==> src/rtl/ioreg_pkg.sv <==
package ioreg_pkg;

  typedef enum logic [2:0] {
    CMD_NONE  = 3'd0,
    CMD_WRITE = 3'd1,
    CMD_BSET  = 3'd2,
    CMD_BCLR  = 3'd3,
    CMD_BTEST = 3'd4
  } io_cmd_e;

  localparam int DATA_W = 8;
  localparam int BIT_IW = $clog2(DATA_W);

  // status register bit positions
  localparam int SR_I = 7;
  localparam int SR_T = 6;

endpackage

==> src/rtl/ioreg_decode.sv <==
module ioreg_decode
  import ioreg_pkg::*;
#(
  parameter int ADDR_W    = 8,
  parameter int IO_SPAN   = 64,
  parameter int ALIAS_OFS = 32,
  parameter int BIT_SPAN  = 32,
  parameter int CTRL_IDX  = 13,
  parameter int FLAG_IDX  = 14,
  parameter int SREG_IDX  = 63
) (
  input  logic [ADDR_W-1:0] addr,
  input  logic              dmem,
  input  logic [2:0]        cmd,
  output logic              sel_ctrl,
  output logic              sel_flag,
  output logic              sel_sreg,
  output logic              reg_we,
  output logic              use_rmw,
  output logic              test_ok,
  output logic              illegal
);

  localparam int IO_AW = $clog2(IO_SPAN);
  localparam logic [ADDR_W-1:0] ALIAS_LO = ADDR_W'(ALIAS_OFS);
  localparam logic [ADDR_W-1:0] ALIAS_HI = ADDR_W'(ALIAS_OFS + IO_SPAN - 1);
  localparam logic [ADDR_W-1:0] DIRECT_HI = ADDR_W'(IO_SPAN - 1);
  localparam logic [IO_AW-1:0] BIT_LIMIT = IO_AW'(BIT_SPAN - 1);

  logic [ADDR_W-1:0] rel;
  logic [IO_AW-1:0]  io_idx;
  logic              io_valid;
  logic              is_write, is_setclr, is_test, bit_ok;

  always_comb begin
    if (dmem) begin
      io_valid = (addr >= ALIAS_LO) && (addr <= ALIAS_HI);
      rel      = addr - ALIAS_LO;
    end else begin
      io_valid = (addr <= DIRECT_HI);
      rel      = addr;
    end
    io_idx = IO_AW'(rel);
  end

  always_comb begin
    is_write  = (cmd == CMD_WRITE);
    is_setclr = (cmd == CMD_BSET) || (cmd == CMD_BCLR);
    is_test   = (cmd == CMD_BTEST);
    bit_ok    = io_valid && (io_idx <= BIT_LIMIT);
    illegal   = (is_setclr || is_test) && !bit_ok;
    test_ok   = is_test && bit_ok;
    use_rmw   = is_setclr;
    reg_we    = (is_write && io_valid) || (is_setclr && bit_ok);
    sel_ctrl  = io_valid && (io_idx == IO_AW'(CTRL_IDX));
    sel_flag  = io_valid && (io_idx == IO_AW'(FLAG_IDX));
    sel_sreg  = io_valid && (io_idx == IO_AW'(SREG_IDX));
  end

endmodule

==> src/rtl/ioreg_sreg.sv <==
module ioreg_sreg
  import ioreg_pkg::*;
(
  input  logic              clk,
  input  logic              rst_n,
  input  logic              we,
  input  logic [DATA_W-1:0] wdata,
  input  logic              irq_take,
  input  logic              irq_ret,
  input  logic              t_store,
  input  logic [BIT_IW-1:0] t_sel,
  input  logic [DATA_W-1:0] t_byte,
  output logic [DATA_W-1:0] q,
  output logic [DATA_W-1:0] t_load_byte
);

  logic [DATA_W-1:0] nxt;
  logic              en;

  // next state: write, then return, then entry; bit store owns T
  always_comb begin
    nxt = q;
    if (we)       nxt = wdata;
    if (irq_ret)  nxt[SR_I] = 1'b1;
    if (irq_take) nxt[SR_I] = 1'b0;
    if (t_store)  nxt[SR_T] = t_byte[t_sel];
    en = we || irq_ret || irq_take || t_store;
  end

  always_ff @(posedge clk or negedge rst_n) begin
    if (!rst_n)  q <= '0;
    else if (en) q <= nxt;
  end

  always_comb begin
    t_load_byte        = t_byte;
    t_load_byte[t_sel] = q[SR_T];
  end

  // entry clears I whatever else happens
  a_r6_take_clears: assert property (@(posedge clk) disable iff (!rst_n)
    irq_take |=> !q[SR_I]);
  // return sets I unless entry coincides
  a_r6_ret_sets: assert property (@(posedge clk) disable iff (!rst_n)
    (irq_ret && !irq_take) |=> q[SR_I]);
  // bit store captures the selected bit
  a_r8_t_capture: assert property (@(posedge clk) disable iff (!rst_n)
    t_store |=> (q[SR_T] == $past(t_byte[t_sel])));
  // plain software write lands whole
  a_r5_plain_write: assert property (@(posedge clk) disable iff (!rst_n)
    (we && !irq_ret && !irq_take && !t_store) |=> (q == $past(wdata)));

endmodule

==> src/rtl/ioreg_flags.sv <==
module ioreg_flags #(
  parameter int FLAG_N = 4
) (
  input  logic              clk,
  input  logic              rst_n,
  input  logic              we,
  input  logic [FLAG_N-1:0] wdata,
  input  logic [FLAG_N-1:0] set,
  output logic [FLAG_N-1:0] q
);

  for (genvar i = 0; i < FLAG_N; i++) begin : g_flag
    logic nxt;
    logic en;

    always_comb begin
      en  = set[i] || (we && wdata[i]);
      nxt = set[i];
    end

    always_ff @(posedge clk or negedge rst_n) begin
      if (!rst_n)  q[i] <= 1'b0;
      else if (en) q[i] <= nxt;
    end

    // a hardware event is never lost
    a_r9_set_wins: assert property (@(posedge clk) disable iff (!rst_n)
      set[i] |=> q[i]);
    // a written one clears
    a_r9_w1c: assert property (@(posedge clk) disable iff (!rst_n)
      (we && wdata[i] && !set[i]) |=> !q[i]);
    // otherwise the flag holds
    a_r9_hold: assert property (@(posedge clk) disable iff (!rst_n)
      (!set[i] && !(we && wdata[i])) |=> (q[i] == $past(q[i])));
  end

endmodule

==> src/rtl/ioreg_space.sv <==
module ioreg_space
  import ioreg_pkg::*;
#(
  parameter int ADDR_W    = 8,
  parameter int IO_SPAN   = 64,
  parameter int ALIAS_OFS = 32,
  parameter int BIT_SPAN  = 32,
  parameter int FLAG_N    = 4,
  parameter int CTRL_IDX  = 13,
  parameter int FLAG_IDX  = 14,
  parameter int SREG_IDX  = 63
) (
  input  logic              clk,
  input  logic              rst_n,
  input  logic [2:0]        acc_cmd,
  input  logic              acc_dmem,
  input  logic [ADDR_W-1:0] acc_addr,
  input  logic [DATA_W-1:0] acc_wdata,
  output logic [DATA_W-1:0] acc_rdata,
  output logic              acc_illegal,
  output logic              bit_test,
  input  logic              irq_take,
  input  logic              irq_ret,
  input  logic              t_store,
  input  logic [BIT_IW-1:0] t_sel,
  input  logic [DATA_W-1:0] t_byte,
  output logic [DATA_W-1:0] t_load_byte,
  input  logic [FLAG_N-1:0] flag_set,
  output logic              irq_out
);

  localparam int PAD_W = DATA_W - FLAG_N;

  // reset: asserted asynchronously, released on a clock edge
  logic [1:0] rst_pipe;
  logic       rst_sync_n;

  always_ff @(posedge clk or negedge rst_n) begin
    if (!rst_n) rst_pipe <= '0;
    else        rst_pipe <= {rst_pipe[0], 1'b1};
  end
  assign rst_sync_n = rst_pipe[1];

  logic sel_ctrl, sel_flag, sel_sreg, reg_we, use_rmw, test_ok;

  ioreg_decode #(
    .ADDR_W(ADDR_W), .IO_SPAN(IO_SPAN), .ALIAS_OFS(ALIAS_OFS),
    .BIT_SPAN(BIT_SPAN), .CTRL_IDX(CTRL_IDX), .FLAG_IDX(FLAG_IDX),
    .SREG_IDX(SREG_IDX)
  ) u_dec (
    .addr(acc_addr), .dmem(acc_dmem), .cmd(acc_cmd),
    .sel_ctrl(sel_ctrl), .sel_flag(sel_flag), .sel_sreg(sel_sreg),
    .reg_we(reg_we), .use_rmw(use_rmw), .test_ok(test_ok),
    .illegal(acc_illegal)
  );

  logic [FLAG_N-1:0] ctrl_q, ctrl_nxt, flag_q;
  logic              ctrl_en;
  logic [DATA_W-1:0] sreg_q;
  logic [DATA_W-1:0] rd_val, rmw_val, wr_val;
  logic [BIT_IW-1:0] bit_idx;

  // combinational read mux, reserved bits zero
  always_comb begin
    rd_val = '0;
    if (sel_ctrl)      rd_val = {{PAD_W{1'b0}}, ctrl_q};
    else if (sel_flag) rd_val = {{PAD_W{1'b0}}, flag_q};
    else if (sel_sreg) rd_val = sreg_q;
  end
  assign acc_rdata = rd_val;

  // whole-register rewrite for bit set / clear
  always_comb begin
    bit_idx          = acc_wdata[BIT_IW-1:0];
    rmw_val          = rd_val;
    rmw_val[bit_idx] = (acc_cmd == CMD_BSET);
    wr_val           = use_rmw ? rmw_val : acc_wdata;
    bit_test         = test_ok && rd_val[bit_idx];
  end

  // enable register
  always_comb begin
    ctrl_en  = reg_we && sel_ctrl;
    ctrl_nxt = wr_val[FLAG_N-1:0];
  end

  always_ff @(posedge clk or negedge rst_sync_n) begin
    if (!rst_sync_n)   ctrl_q <= '0;
    else if (ctrl_en)  ctrl_q <= ctrl_nxt;
  end

  ioreg_flags #(.FLAG_N(FLAG_N)) u_flags (
    .clk(clk), .rst_n(rst_sync_n),
    .we(reg_we && sel_flag), .wdata(wr_val[FLAG_N-1:0]),
    .set(flag_set), .q(flag_q)
  );

  ioreg_sreg u_sreg (
    .clk(clk), .rst_n(rst_sync_n),
    .we(reg_we && sel_sreg), .wdata(wr_val),
    .irq_take(irq_take), .irq_ret(irq_ret),
    .t_store(t_store), .t_sel(t_sel), .t_byte(t_byte),
    .q(sreg_q), .t_load_byte(t_load_byte)
  );

  assign irq_out = sreg_q[SR_I] && |(flag_q & ctrl_q);

  // no request leaves while I is clear
  a_r7_gie_gate: assert property (@(posedge clk) disable iff (!rst_sync_n)
    !sreg_q[SR_I] |-> !irq_out);
  // an illegal bit command touches nothing
  a_r3_illegal_noop: assert property (@(posedge clk) disable iff (!rst_sync_n)
    (acc_illegal && !irq_take && !irq_ret && !t_store && (flag_set == '0))
      |=> (ctrl_q == $past(ctrl_q)) && (sreg_q == $past(sreg_q))
          && (flag_q == $past(flag_q)));
  // unmapped reads return zero
  a_r10_unmapped_zero: assert property (@(posedge clk) disable iff (!rst_sync_n)
    !(sel_ctrl || sel_flag || sel_sreg) |-> (acc_rdata == '0));
  // a failed bit test never reports one
  a_r11_test_illegal: assert property (@(posedge clk) disable iff (!rst_sync_n)
    acc_illegal |-> !bit_test);

endmodule

==> config.mk <==
export PLATFORM = sky130hd
export DESIGN_NAME = ioreg_space
export DESIGN_NICKNAME = d
export VERILOG_FILES = /design/src/rtl/ioreg_pkg.sv /design/src/rtl/ioreg_decode.sv /design/src/rtl/ioreg_sreg.sv /design/src/rtl/ioreg_flags.sv /design/src/rtl/ioreg_space.sv
export SDC_FILE = /design/constraint.sdc
export NUM_CORES = 1
export LEC_CHECK = 0
export BUFFER_PORTS_ARGS = -buffer_cell sky130_fd_sc_hd__buf_2
export CAP_MARGIN = 20
export CORE_MARGIN = 4
export CORE_UTILIZATION = 50
export DETAILED_ROUTE_END_ITERATION = 10
export PLACE_DENSITY_LB_ADDON = 0.08
export SYNTH_ARGS = -nofsm -noshare
export SYNTH_HDL_FRONTEND = slang
export SYNTH_HIERARCHICAL = 1
export SYNTH_SLANG_ARGS = --single-unit
==> constraint.sdc <==
create_clock -name clk -period 2.5 [get_ports clk]
set_input_delay 0.125 -clock clk [delete_from_list [all_inputs] [get_ports clk]]
set_output_delay 0.125 -clock clk [all_outputs]
set_load 0.005 [all_outputs]
* Yosys cells after proc, flatten, opt, wreduce, memory -nomap -nowiden *
Index checks and enable logic that the tools add are counted.

operators by class
  add/subtract/negate cells = 1
  $lt $le $gt $ge = 8
  eq/ne operators = 7
  multiplexer cells = 20
  bitwise logic cells = 1
  reductions and logical operators = 37

operators by type and width
  cell                                                            number
  2-to-1 mux 8 bit                                                5
  logical AND 1 bit                                               20
  bitwise mux 8 bit                                               2
  equality test 6 x 4 -> 1 bit, second input constant             2
  logical OR 1 bit                                                10
  >= comparator 8 x 6 -> 1 bit, second input constant             1
  less-or-equal comparator 8 x 6 -> 1 bit, second input constant  1
  less-or-equal comparator 8 x 7 -> 1 bit, second input constant  1
  less-than comparator 3 x 4 -> 1 bit, second input constant      2
  2-to-1 mux 1 bit                                                8
  binary-select mux 1 bit (select 3 bit)                          2
  demux 1 bit (select 3 bit)                                      2
  equality test 3 x 2 -> 1 bit, second input constant             2
  equality test 6 bit, second input constant                      1
  >= comparator 3 x 1 -> 1 bit, second input constant             2
  less-or-equal comparator 6 x 5 -> 1 bit, second input constant  1
  2-to-1 mux 6 bit                                                1
  AND reduction 2 bit                                             3
  subtractor 6 bit, second input constant                         1
  bitwise AND 4 bit                                               1
  OR reduction 4 bit                                              1
  equality test 3 x 1 -> 1 bit, second input constant             1
  equality test 3 bit, second input constant                      1
  nonzero test 3 bit                                              1
  2 further kinds                                                 2

storage, ports and cells
  register bits after elaboration = 18
  input bits = 40
  output and inout port bits = 19
  word-level logic and storage cells = 83

* Logic depth before layout (Yosys ltp) *
Gate-level depths: netlist (run 1).

  word-level depth = 12
  mapped depth = 10
  mapped depth without buffers = 9

* Cells and area by module *
The synthesis (run 1) kept the hierarchy.

modules (own cells, without submodules)
  module        instances  cells an instance  area each (sq um)  sequential area each (sq um)
  ioreg_space   1          91                 732.0              150.1
  ioreg_sreg    1          52                 580.6              200.2
  ioreg_flags   1          12                 145.1              100.1
  ioreg_decode  1          21                 141.4              0.0

* Least setup slack after synthesis (run 1) *
Ideal clock, no wire load.

  kind = input-to-reg
  start point = in acc_addr[5]
  end point = reg u_flags.q[3]
  library setup time = 0.118 ns
  data arrival time = 2.078 ns
  data required time = 2.382 ns
  setup slack = 0.304 ns
  stages on the path = 10
  buffers on the path = 1
  path through = nor2b_1 -> or4_4 -> nor4_1 -> buf_6 -> a21oi_1 -> a21oi_1 -> mux2i_1 -> a21oi_1 -> nand2_1 -> a21o_1

on the way
  elaborated cells on any way between the ends = 26
  those cells by class = add/sub (1); order compare (4); eq/ne (3); mux (7); reduce/logical (11)

RTL lines
  what                                                                     line                                    source
  start: declaration                                                       ioreg_space.sv:17                       input logic [ADDR_W-1:0] acc_addr,
  subtractor 6 bit (tied with other cells)                                 ioreg_decode.sv:38                      rel = addr - ALIAS_LO;
  2-to-1 mux 6 bit / logical AND 1 bit (equally long branches)             ioreg_decode.sv:36, ioreg_decode.sv:37
  equality test 6 x 4 -> 1 bit / 2-to-1 mux 1 bit (equally long branches)  ioreg_decode.sv:55, ioreg_decode.sv:36
  logical AND 1 bit (*)                                                    ioreg_decode.sv:55                      sel_ctrl = io_valid && (io_idx == IO_AW'(CTRL_IDX));
  via sel_ctrl                                                             ioreg_space.sv:44                       logic sel_ctrl, sel_flag, sel_sreg, reg_we, use_rmw, test_ok;
  2-to-1 mux 8 bit (*)                                                     ioreg_space.sv:66                       if (sel_ctrl) rd_val = {{PAD_W{1'b0}}, ctrl_q};
  via acc_rdata[3]                                                         ioreg_space.sv:19                       output logic [DATA_W-1:0] acc_rdata,
  bitwise mux 8 bit (*)                                                    ioreg_space.sv:76                       rmw_val[bit_idx] = (acc_cmd == CMD_BSET);
  2-to-1 mux 8 bit (*)                                                     ioreg_space.sv:77                       wr_val = use_rmw ? rmw_val : acc_wdata;
  via wr_val[3]                                                            ioreg_space.sv:60                       logic [DATA_W-1:0] rd_val, rmw_val, wr_val;
  logical AND 1 bit (*)                                                    ioreg_flags.sv:17                       en = set[i] || (we && wdata[i]);
  logical OR 1 bit (*)                                                     ioreg_flags.sv:17
  end signal: indexed assignment                                           ioreg_flags.sv:23                       else if (en) q[i] <= nxt;
  end: declaration                                                         ioreg_flags.sv:9                        output logic [FLAG_N-1:0] q

Mark *: on every way through the listed nets, which the timed path passes. The rest lies on a longest branch.
A chain may end at the register's enable or synchronous reset.

* Worst setup path in the final report (run 1) *
  start point = in acc_addr[5]
  end point = out bit_test

on the way
  elaborated cells on any way between the ends = 22
  those cells by class = add/sub (1); order compare (4); eq/ne (3); mux (7); reduce/logical (7)

RTL lines
  what                                                                     line                                    source
  subtractor 6 bit (tied with other cells)                                 ioreg_decode.sv:38
  2-to-1 mux 6 bit / logical AND 1 bit (equally long branches)             ioreg_decode.sv:36, ioreg_decode.sv:37
  equality test 6 x 4 -> 1 bit / 2-to-1 mux 1 bit (equally long branches)  ioreg_decode.sv:56, ioreg_decode.sv:36
  logical AND 1 bit (*)                                                    ioreg_decode.sv:56                      sel_flag = io_valid && (io_idx == IO_AW'(FLAG_IDX));
  via sel_flag                                                             ioreg_space.sv:44
  2-to-1 mux 8 bit (*)                                                     ioreg_space.sv:67                       else if (sel_flag) rd_val = {{PAD_W{1'b0}}, flag_q};
  2-to-1 mux 8 bit (*)                                                     ioreg_space.sv:66
  binary-select mux 1 bit (select 3 bit) (*)                               ioreg_space.sv:78                       bit_test = test_ok && rd_val[bit_idx];
  2-to-1 mux 1 bit (implied by the code) (*)                               ioreg_space.sv:78
  logical AND 1 bit (*)                                                    ioreg_space.sv:78
  end: declaration                                                         ioreg_space.sv:21                       output logic bit_test,

Mark *: on every way through the listed nets, which the timed path passes. The rest lies on a longest branch. The select of a mux whose other input is x is not followed.

==> metrics.txt, run 1 <==
Mean Syn Cell Area a little over 9 µm²; share of cells above drive strength 1 0.4118; Final GP Congestion approximately 0.96; Netlist cell types 48; Final #Nets 279; clock period minus worst slack roughly 2400 ps; Routed Antenna Nets 0; drt total wl slightly above 4000 µm; CTS tree yes; crit-path most repeated cell buf_2; DP Area 1898 µm²; slowest CP cell or4_4; H-tree depth 1; Core Util, Final 0.6590; P per Cell Area 328.6 nW/µm²; # IOs 59; Buf+Inv Stages, Crit Path 3; RSZ-0062 raised after global routing no; Clock Tree Buf Depth 2; HP Class in2reg; Reg2Reg Depth 4; GRT Resource Usage Total 0.1996; gate count of the mapped netlist 176; Detailed Route Iter0 Violations 74; Critical Path Max Stage Delay 510 ps; Adder-Cell Fraction of Synth Area 0; max_slew headroom 0.5654; # setup viols final 0; worst hold endpoint u_sreg/q[6]; critical-path maximum fanout 10; largest family of logic cells by synthesized area simple AND/OR/NAND/NOR gates; Core ar. roughly 3100 µm²; arrival time at the worst endpoint 2270 ps; Netlist Area Pre-Place roughly 1600 µm²; skew final between 7 and 8 ps; worst r2r src u_flags/q[0]; Die H roughly 65 µm; Post-synth top flop dfrtp_1; initial antenna violation count 0; Max Clock Freq 418.4 MHz; status finished clean; row count 20; fin area 2012 µm²; WS Path Type in2out; clock sinks 18; Worst setup SP type input port; XOR/XNOR share of the synthesized area 0; mux cell area share after synthesis 0.1948; Post-synth EDFFs 0; final period utilization 0.9561; Wirelength per Cell ~15 µm; r2r setup slk 1040 ps; WP data required 2380 ps; vias per cell 5.617; Lkg Pwr 0.9475 nW; simple logic cell fraction of the synthesized area 0.2942; sequential share of the synthesized area 0.2817; CP endpoint kind output pin; vias in the first global route 1,512; Max Cap Viol 0; Inst Count DP ~270; DRC viols 0; Synth Warn # 6; via count 1,584; initial core utilization 0.5238; Layout area overhead 25.82%; register area ~450 µm²; Async S/R FF share, synth 1.000; largest net degree at the start of global routing 19; Hold Startpoint t_store; final hold vios 0; Worst IR Drop VDD 0.2399 mV; Final HPWL DP roughly 3200 µm; CP delay by family, top simple AND/OR/NAND/NOR gates; synthesized flop and latch total 18; Post-Layout Cell Count around 280; first-pass GRT wire length 6596 µm; total CTS buffers 3; DIE WIDTH ~65 µm; clk root buf clkbuf_4; clock transition at the registers of the reported paths 110 ps; n_diodes 0; Skew-Pair Late Insertion Delay 310 ps; TNS Setup 0 ps; fillers 282; syn nets 216; Pre-antenna DRT Iters 4; Die Area 4167 µm²; area occupied by multi-input gates roughly 1100 µm²; Min Hold Slack 32.79 ps; slew of the pin with the lowest slew margin 651.9 ps; Port Buffer Count 58; max-slew violations 0; crit path cell chain buf_2 > nor2b_1 > or4_4 > nor4_1 > buf_4 > a21oi_1 > a21oi_2 > o22ai_1 > a211oi_1 > buf_2; Worst Hold Depth 2; compound-cell area share of the yosys netlist 0.1698; Crit Reg-Reg Endpoint u_sreg/q[0]; total gr overflow 0
-- state kept, by name, summed over array words and instances (netlist names) --
signal / flops
u_sreg/q: 8
ctrl_q: 4
u_flags/q: 4
rst_pipe: 2
-- cell usage after synthesis (4+ instances only) --
cell,n,area [µm²]
a21oi_1,12,60.06
nor2_1,13,48.80
and2_1,6,37.54
nand2_1,11,41.29
dfrtp_1,18,450.4
nor2b_1,8,50.05
buf_6,5,56.30
mux2_2,14,157.7
buf_2,4,20.02
a21o_1,5,37.54
nor3_1,4,20.02
nand3_1,4,20.02
a211oi_1,4,30.03
nand3b_1,8,60.06
nand2b_1,5,31.28
mux2i_1,9,90.09
-- layout by cell type, fill, tap and decap left out, types with 5 or more instances in the layout --
cell and instances:
dlygate4sd3_1 6, a21oi_2 5, nor2b_1 8, nand2b_1 5
mux2_2 14, dfrtp_1 18, nand2_1 11, and2_1 6
buf_2 58, nand3b_1 8, a21oi_1 9, buf_4 5
mux2i_1 9, a21o_1 5, nor2_1 13
-- how the worst max path moves through the flow --
stage	startpoint	to	slack (ps)	cells past startpoint
6_report	acc_addr[5]	bit_test	110	10
5_1_grt	acc_addr[5]	bit_test	20	10
4_1_cts	acc_addr[5]	bit_test	90	10
3_5_place_dp	acc_addr[5]	ctrl_q[0]	40	9
3_3_place_gp	acc_addr[5]	u_sreg/q[0]	130	9
2_1_floorplan	acc_addr[5]	u_flags/q[3]	300	10
-- per-layer routing --
layer  global-route usage  wire [µm]  vias up
li1                     -          -      765
met1               0.2322       1741      747
met2               0.3454       1930       61
met3              0.03986        296       11
met4               0.1029        127        0
met5                    0          0        -
-- cell families (layout without fill, tap and decap cells) --
| logic type | count (synthesis) | count (layout) |
|---|---|---|
| AO/OA/AOI/OAI | 40 | 40 |
| flip-flops | 18 | 18 |
| buffers and inverters | 13 | 75 |
| AND/OR/NAND/NOR | 77 | 77 |
| multiplexers | 27 | 27 |
| other | 1 | 1 |
-- what timing repair did --
| item | 4_1_cts | 5_1_grt |
|---|---|---|
| hold buffers | 6 | 0 |
| endpoints found under the hold margin | 7 | 0 |
| buffers inserted | 0 | 0 |
| gates resized for setup | 0 | 4 |
| endpoints found under the setup margin | 0 | 1 |
-- where the power goes --
| part | total [mW] | internal, mW | switching [mW] |
|---|---|---|---|
| sequential | 0.310 | 0.297 | 0.0130 |
| clock | 0.186 | 0.0890 | 0.0968 |
| combinational | 0.165 | 0.0883 | 0.0771 |
| total | 0.661 | 0.474 | 0.187 |
-- per-stage QoR --
stage	power (mW)	setup WS, ps
global route	0.7037	16.70
finish	0.6611	109.8
CTS	0.6660	89.22
floorplan	0.4107	304.0
global placement	0.4667	128.0
detailed placement	0.4724	40.57
-- cell type report --
| cell class | count | share of cell area |
|---|---|---|
| Multi-Input combinational cell | 145 | 0.5342 |
| Sequential cell | 18 | 0.2239 |
| Timing Repair Buffer | 69 | 0.1928 |
| Tap cell | 44 | 0.02736 |
| Clock buffer | 4 | 0.01803 |
| Inverter | 2 | 0.003731 |
Power figures use the tool's default switching activity.
==> run 2, diff against run 1 <==
--- a/config.mk
+++ b/config.mk
@@ -7,8 +7,10 @@
 export LEC_CHECK = 0
 export BUFFER_PORTS_ARGS = -buffer_cell sky130_fd_sc_hd__buf_2
 export CAP_MARGIN = 20
+export CELL_PAD_IN_SITES_DETAIL_PLACEMENT = 1
+export CELL_PAD_IN_SITES_GLOBAL_PLACEMENT = 1
 export CORE_MARGIN = 4
-export CORE_UTILIZATION = 50
+export CORE_UTILIZATION = 36
 export DETAILED_ROUTE_END_ITERATION = 10
 export PLACE_DENSITY_LB_ADDON = 0.08
 export SYNTH_ARGS = -nofsm -noshare
==> metrics.txt, run 2 (same netlist as run 1, synthesis figures left out) <==
status finished clean; initial antenna violation count 0; Critical Path Max Stage Delay 510 ps; DIE WIDTH ~75 µm; Core Util, Final 0.4828; postcts setup bufs 0; DRC viols 0; CP endpoint kind output pin; max_slew headroom 0.5406; clock sinks 18; Detailed Route Iter0 Violations 30; critical-path maximum fanout 10; Skew-Pair Late Insertion Delay 250 ps; vias per cell 5.570; DP Area 1913 µm²; largest net degree at the start of global routing 19; P per Cell Area 357.3 nW/µm²; via count 1,582; Final HPWL DP 3863 µm; clk root buf clkbuf_8; commonest non-fill, non-tap cell in the layout buf_2; skew final 0.6029 ps; drt total wl between 4000 and 5000 µm; final hold vios 0; initial core utilization 0.3859; TNS Setup 0 ps; Die Area ~5600 µm²; crit path cell chain buf_2 > nor2b_1 > or4_4 > nor4_2 > buf_4 > a21oi_2 > a21oi_2 > mux2i_1 > a211oi_2 > buf_2; Routed Antenna Nets 0; Max Clock Freq 434.6 MHz; Reg with most FFs u_sreg/q; # IOs 59; Clock Tree Buf Depth 2; Final GP Congestion 0.8241; first-pass GRT wire length around 7800 µm; max reg flops 8; row count 23; Die H about 75 µm; Buf+Inv Stages, Crit Path 3; commonest cells after routing, fill and taps aside buf_2 (58), dfrtp_1 (18), mux2_2 (14), nor2_1 (13), nand2_1 (11); Min Hold Slack 25.46 ps; Final #Nets 275; H-tree depth 1; Max Cap Viol 0; HP Class in2reg; Core ar. around 4100 µm²; WP data required 2380 ps; max-slew violations 0; GRT Resource Usage Total 0.1763; WS Path Type in2out; Pre-antenna DRT Iters 4; Worst setup SP type input port; Place WS -3.489 ps; # setup viols final 0; vias in the first global route 1,660; share of cells above drive strength 1 0.4274; n_diodes 0; clock period minus worst slack 2301 ps; clock transition at the registers of the reported paths about 70 ps; Worst IR Drop VDD 0.3543 mV; slowest CP cell or4_4; slew of the pin with the lowest slew margin around 690 ps; Setup WS post-layout 198.9 ps; Lkg Pwr 0.9405 nW; CP delay by family, top simple AND/OR/NAND/NOR gates; fin area about 2000 µm²; RSZ-0062 raised after global routing no; Layout area overhead 25.12%; biggest registers after layout u_sreg/q: 8 flops, ctrl_q: 4 flops, u_flags/q: 4 flops; final period utilization 0.9205; CTS tree yes; Port Buffer Count 58; arrival time at the worst endpoint 2180 ps; total CTS buffers 3; total gr overflow 0; Wirelength per Cell 16.89 µm
-- run 2: cell types whose count changed in the layout (fill, tap and decap cells not counted) --
cell,previous run,this run
clkbuf_8,1,4
a211oi_1,4,3
clkbuf_4,3,0
buf_4,5,6
a211oi_2,0,1
dlygate4sd3_1,6,1
-- run 2: area by class of cell --
type / instances / area, µm²
flip-flops and latches: 18 / 450.4
clock buffers: 4 / 55.05
multi-input cells: 145 / 1080
well taps: 50 / 62.56
fillers: 521 / 2143
repair buffers: 65 / 345.3
inverters: 2 / 7.507
-- run 2: timing repair --
item	CTS	global route
gates resized for setup	0	5
hold endpoints to repair	2	0
hold buffers	1	0
setup endpoints to repair	0	1
-- run 2: final timing paths --
kind,from,to,slack [ps],cells past startpoint
max in group asynchronous,rst_pipe[1],u_sreg/q[4],1780,0
worst max register to register,u_flags/q[3],u_sreg/q[3],1010,5
worst min-delay path,irq_take,u_sreg/q[7],30,2
min in group asynchronous,rst_n,rst_pipe[0],180,2
worst min register to register,rst_pipe[1],u_flags/q[1],290,0
worst max-delay path,acc_addr[5],bit_test,200,10
-- run 2: routing by layer --
metal  track usage  routed length [µm]  vias to the layer above
li1              -                   -                      761
met1        0.2175                2009                      769
met2        0.3259                2483                       48
met3       0.02403                 257                        4
met4       0.03755                  47                        0
met5             0                   0                        -
-- run 2: power breakdown --
| group | switching, mW | internal [mW] | total, mW | leakage (nW) |
|---|---|---|---|---|
| clock network | 0.0995 | 0.140 | 0.239 | 0.0288 |
| registers | 0.0139 | 0.297 | 0.311 | 0.222 |
| logic | 0.0812 | 0.0835 | 0.165 | 0.690 |
-- run 2: stage by stage --
stage | std cells | power [mW]
6_report | 284 | 0.7148
5_1_grt | 284 | 0.7556
4_1_cts | 284 | 0.7226
3_5_place_dp | 279 | 0.4797
3_3_place_gp | 279 | 0.4705
2_1_floorplan | 176 | 0.4107
-- run 2: worst register-to-register path, delay by kind of cell (launching register included) --
kind	cells	cell delay (ps)
muxes	2	530
AOI/OAI and AO/OA	3	440
DFF	1	420
==> run 3, diff against run 2 <==
--- a/config.mk
+++ b/config.mk
@@ -10,10 +10,9 @@
 export CELL_PAD_IN_SITES_DETAIL_PLACEMENT = 1
 export CELL_PAD_IN_SITES_GLOBAL_PLACEMENT = 1
 export CORE_MARGIN = 4
-export CORE_UTILIZATION = 36
+export CORE_UTILIZATION = 35
 export DETAILED_ROUTE_END_ITERATION = 10
-export PLACE_DENSITY_LB_ADDON = 0.08
+export PLACE_DENSITY = 0.91
 export SYNTH_ARGS = -nofsm -noshare
 export SYNTH_HDL_FRONTEND = slang
-export SYNTH_HIERARCHICAL = 1
 export SYNTH_SLANG_ARGS = --single-unit
==> metrics.txt, run 3 <==
RSZ-0062 raised after global routing no; switch share 0.2923; Die H 73.80 µm; Final HPWL DP 4032 µm; Die Area between 5000 and 6000 µm²; Yosys top cell area share 0.2973; biggest registers after layout u_sreg.q: 8 flops, ctrl_q: 4 flops, u_flags.q: 4 flops; clock sinks 18; sequential share of the synthesized area 0.2973; synthesized flop and latch total 18; Flop pwr share 0.432; H-tree depth 1; cell-internal power 532.3 µW; GR Util met2 0.3366; Async S/R FF share, synth 1.000; clk root buf clkbuf_8; Combinational Power Share 0.242; Pre-antenna DRT Iters 5; max reg flops 8; commonest cells in the netlist nor2_1 (23), dfrtp_1 (18), nand2_1 (11); Post-synth top flop dfrtp_1; total gr overflow 0; WS Path Type reg2out; final period utilization 0.8391; first-pass GRT wire length 8452 µm; WP data required 2380 ps; DRC viols 0; Final #Nets between 200 and 300; Core Util, Final 0.4682; arrival time at the worst endpoint around 2000 ps; Worst IR Drop VDD 0.3217 mV; CP endpoint kind output pin; Routed Antenna Nets 0; most frequent cell after synthesis nor2_1; final hold vios 0; initial antenna violation count 0; DIE WIDTH 73.80 µm; drt total wl ~5100 µm; initial core utilization 0.3708; Resize count post-CTS 0; status finished clean; HP Class in2reg; register area 450.4 µm²; total CTS buffers 3; GRT Resource Usage Total 0.1977; switching pwr between 200 and 250 µW; Synth Warn # 0; clock transition at the registers of the reported paths 70 ps; Max Clock Freq 476.7 MHz; Lkg Pwr 0.9024 nW; max-slew violations 0; fillers 520; vias in the first global route 1,798; Area contributors post-synth dfrtp_1 (30%), mux2_2 (6.7%), mux2i_1 (5.9%); TNS Setup 0 ps; Wirelength per Cell 17.93 µm; slew of the pin with the lowest slew margin 694.1 ps; Clock power frac 0.327; Max Cap Viol 0; Netlist cell types 46; Worst setup SP type flip-flop; vias per cell 5.929; n_diodes 0; Layout area overhead 26.26%; row count 23; max_slew headroom 0.5373; clock period minus worst slack around 2100 ps; syn nets 218; share of cells above drive strength 1 0.3519; Port Buffer Count 58; critical-path maximum fanout 11; met3 Use GR 0.03967; Clock Tree Buf Depth 2; largest net degree at the start of global routing 17; Core ar. between 4000 and 5000 µm²; Skew-Pair Late Insertion Delay 260 ps; commonest cells after routing, fill and taps aside buf_2 (58), nor2_1 (23), dfrtp_1 (18), nand2_1 (11); via count between 1,500 and 2,000; # setup viols final 0; Detailed Route Iter0 Violations 151; commonest non-fill, non-tap cell in the layout buf_2; Reg with most FFs u_sreg.q; Post-synth EDFFs 0; area occupied by multi-input gates 1008 µm²; CTS tree yes; gate count of the mapped netlist 178; Final GP Congestion about 0.87; Netlist Area Pre-Place 1515 µm²; met1 Track Usage GR 0.2542; cell taking the most area after synthesis dfrtp_1; most used routing layer met2; skew final 4.638 ps; # IOs 59; Mean Syn Cell Area 8.512 µm²; P per Cell Area 393.2 nW/µm²
==> run 3: changes by cell type in the layout (fill, tap and decap cells not counted), sizes merged, moves of 5 or more <==
cell,change
nand3b,-6
a21oi,-5
o21ai,+8
a22oi,+6
nor2,+9
nor2b,-8
mux2,-8
==> run 3: kinds of logic after synthesis <==
group                  Yosys count  synth area share
flip-flops                      18            0.2973
multiplexers                    19            0.1412
XOR/XNOR                         3           0.02726
AND/OR/NAND/NOR                 77            0.2874
AO/OA/AOI/OAI                   46            0.2073
buffers and inverters           14           0.03716
other                            1          0.002475
==> run 3: area by class of cell <==
cell class | count | area share
flip-flops and latches | 18 | 0.2354
clock buffers | 4 | 0.02878
inverters | 3 | 0.005886
repair buffers | 62 | 0.1700
well taps | 50 | 0.03270
multi-input cells | 146 | 0.5271
==> run 3: metal layers <==
metal  routed length, µm  share of wire
met1                2134           0.42
met2                2551           0.50
met3                 302          0.060
met4                  85          0.017
met5                   0              0
==> run 3: worst paths after layout <==
check / startpoint / to / slack (ps) / depth (start not counted)
min reg2reg: rst_pipe[1] / ctrl_q[2] / 290 / 0
max reg2reg: u_sreg.q[2] / ctrl_q[2] / 980 / 5
max: u_sreg.q[6] / bit_test / 400 / 5
min: flag_set[2] / u_flags.q[2] / 60 / 3
max in group asynchronous: rst_pipe[1] / ctrl_q[1] / 1770 / 0
min in group asynchronous: rst_n / rst_pipe[0] / 170 / 2
==> run 3: per-stage QoR <==
stage	power, mW	area (µm²)	hold WS (ps)	cells	worst slack (ps)
finish	0.7522	1913	60.50	283	402.3
CTS	0.7572	1913	60.48	283	399.7
global route	0.7928	1913	70.78	283	300.9
floorplan	0.4284	1515	-170.6	178	1016
global placement	0.5024	1838	-88.68	277	727.1
detailed placement	0.5087	1838	-84.97	277	606.8
==> run 3: critical path: stages (launching register included) <==
cell and delay (ps):
dfrtp_1 490, mux4_2 490, and3_1 200, o21ai_0 200
and4b_1 220, buf_2 120
==> run 3: power groups by stage <==
stage	registers [mW]	logic [mW]	clock network [mW]
final	0.325	0.182	0.246
after global routing	0.328	0.203	0.262
after CTS	0.325	0.183	0.250
after detailed placement	0.330	0.178	0
after global placement	0.329	0.173	0
after floorplan	0.320	0.109	0
==> run 3: repair_timing <==
action	CTS	global route
hold buffers	2	0
endpoints found under the hold margin	3	0
setup buffers	0	0
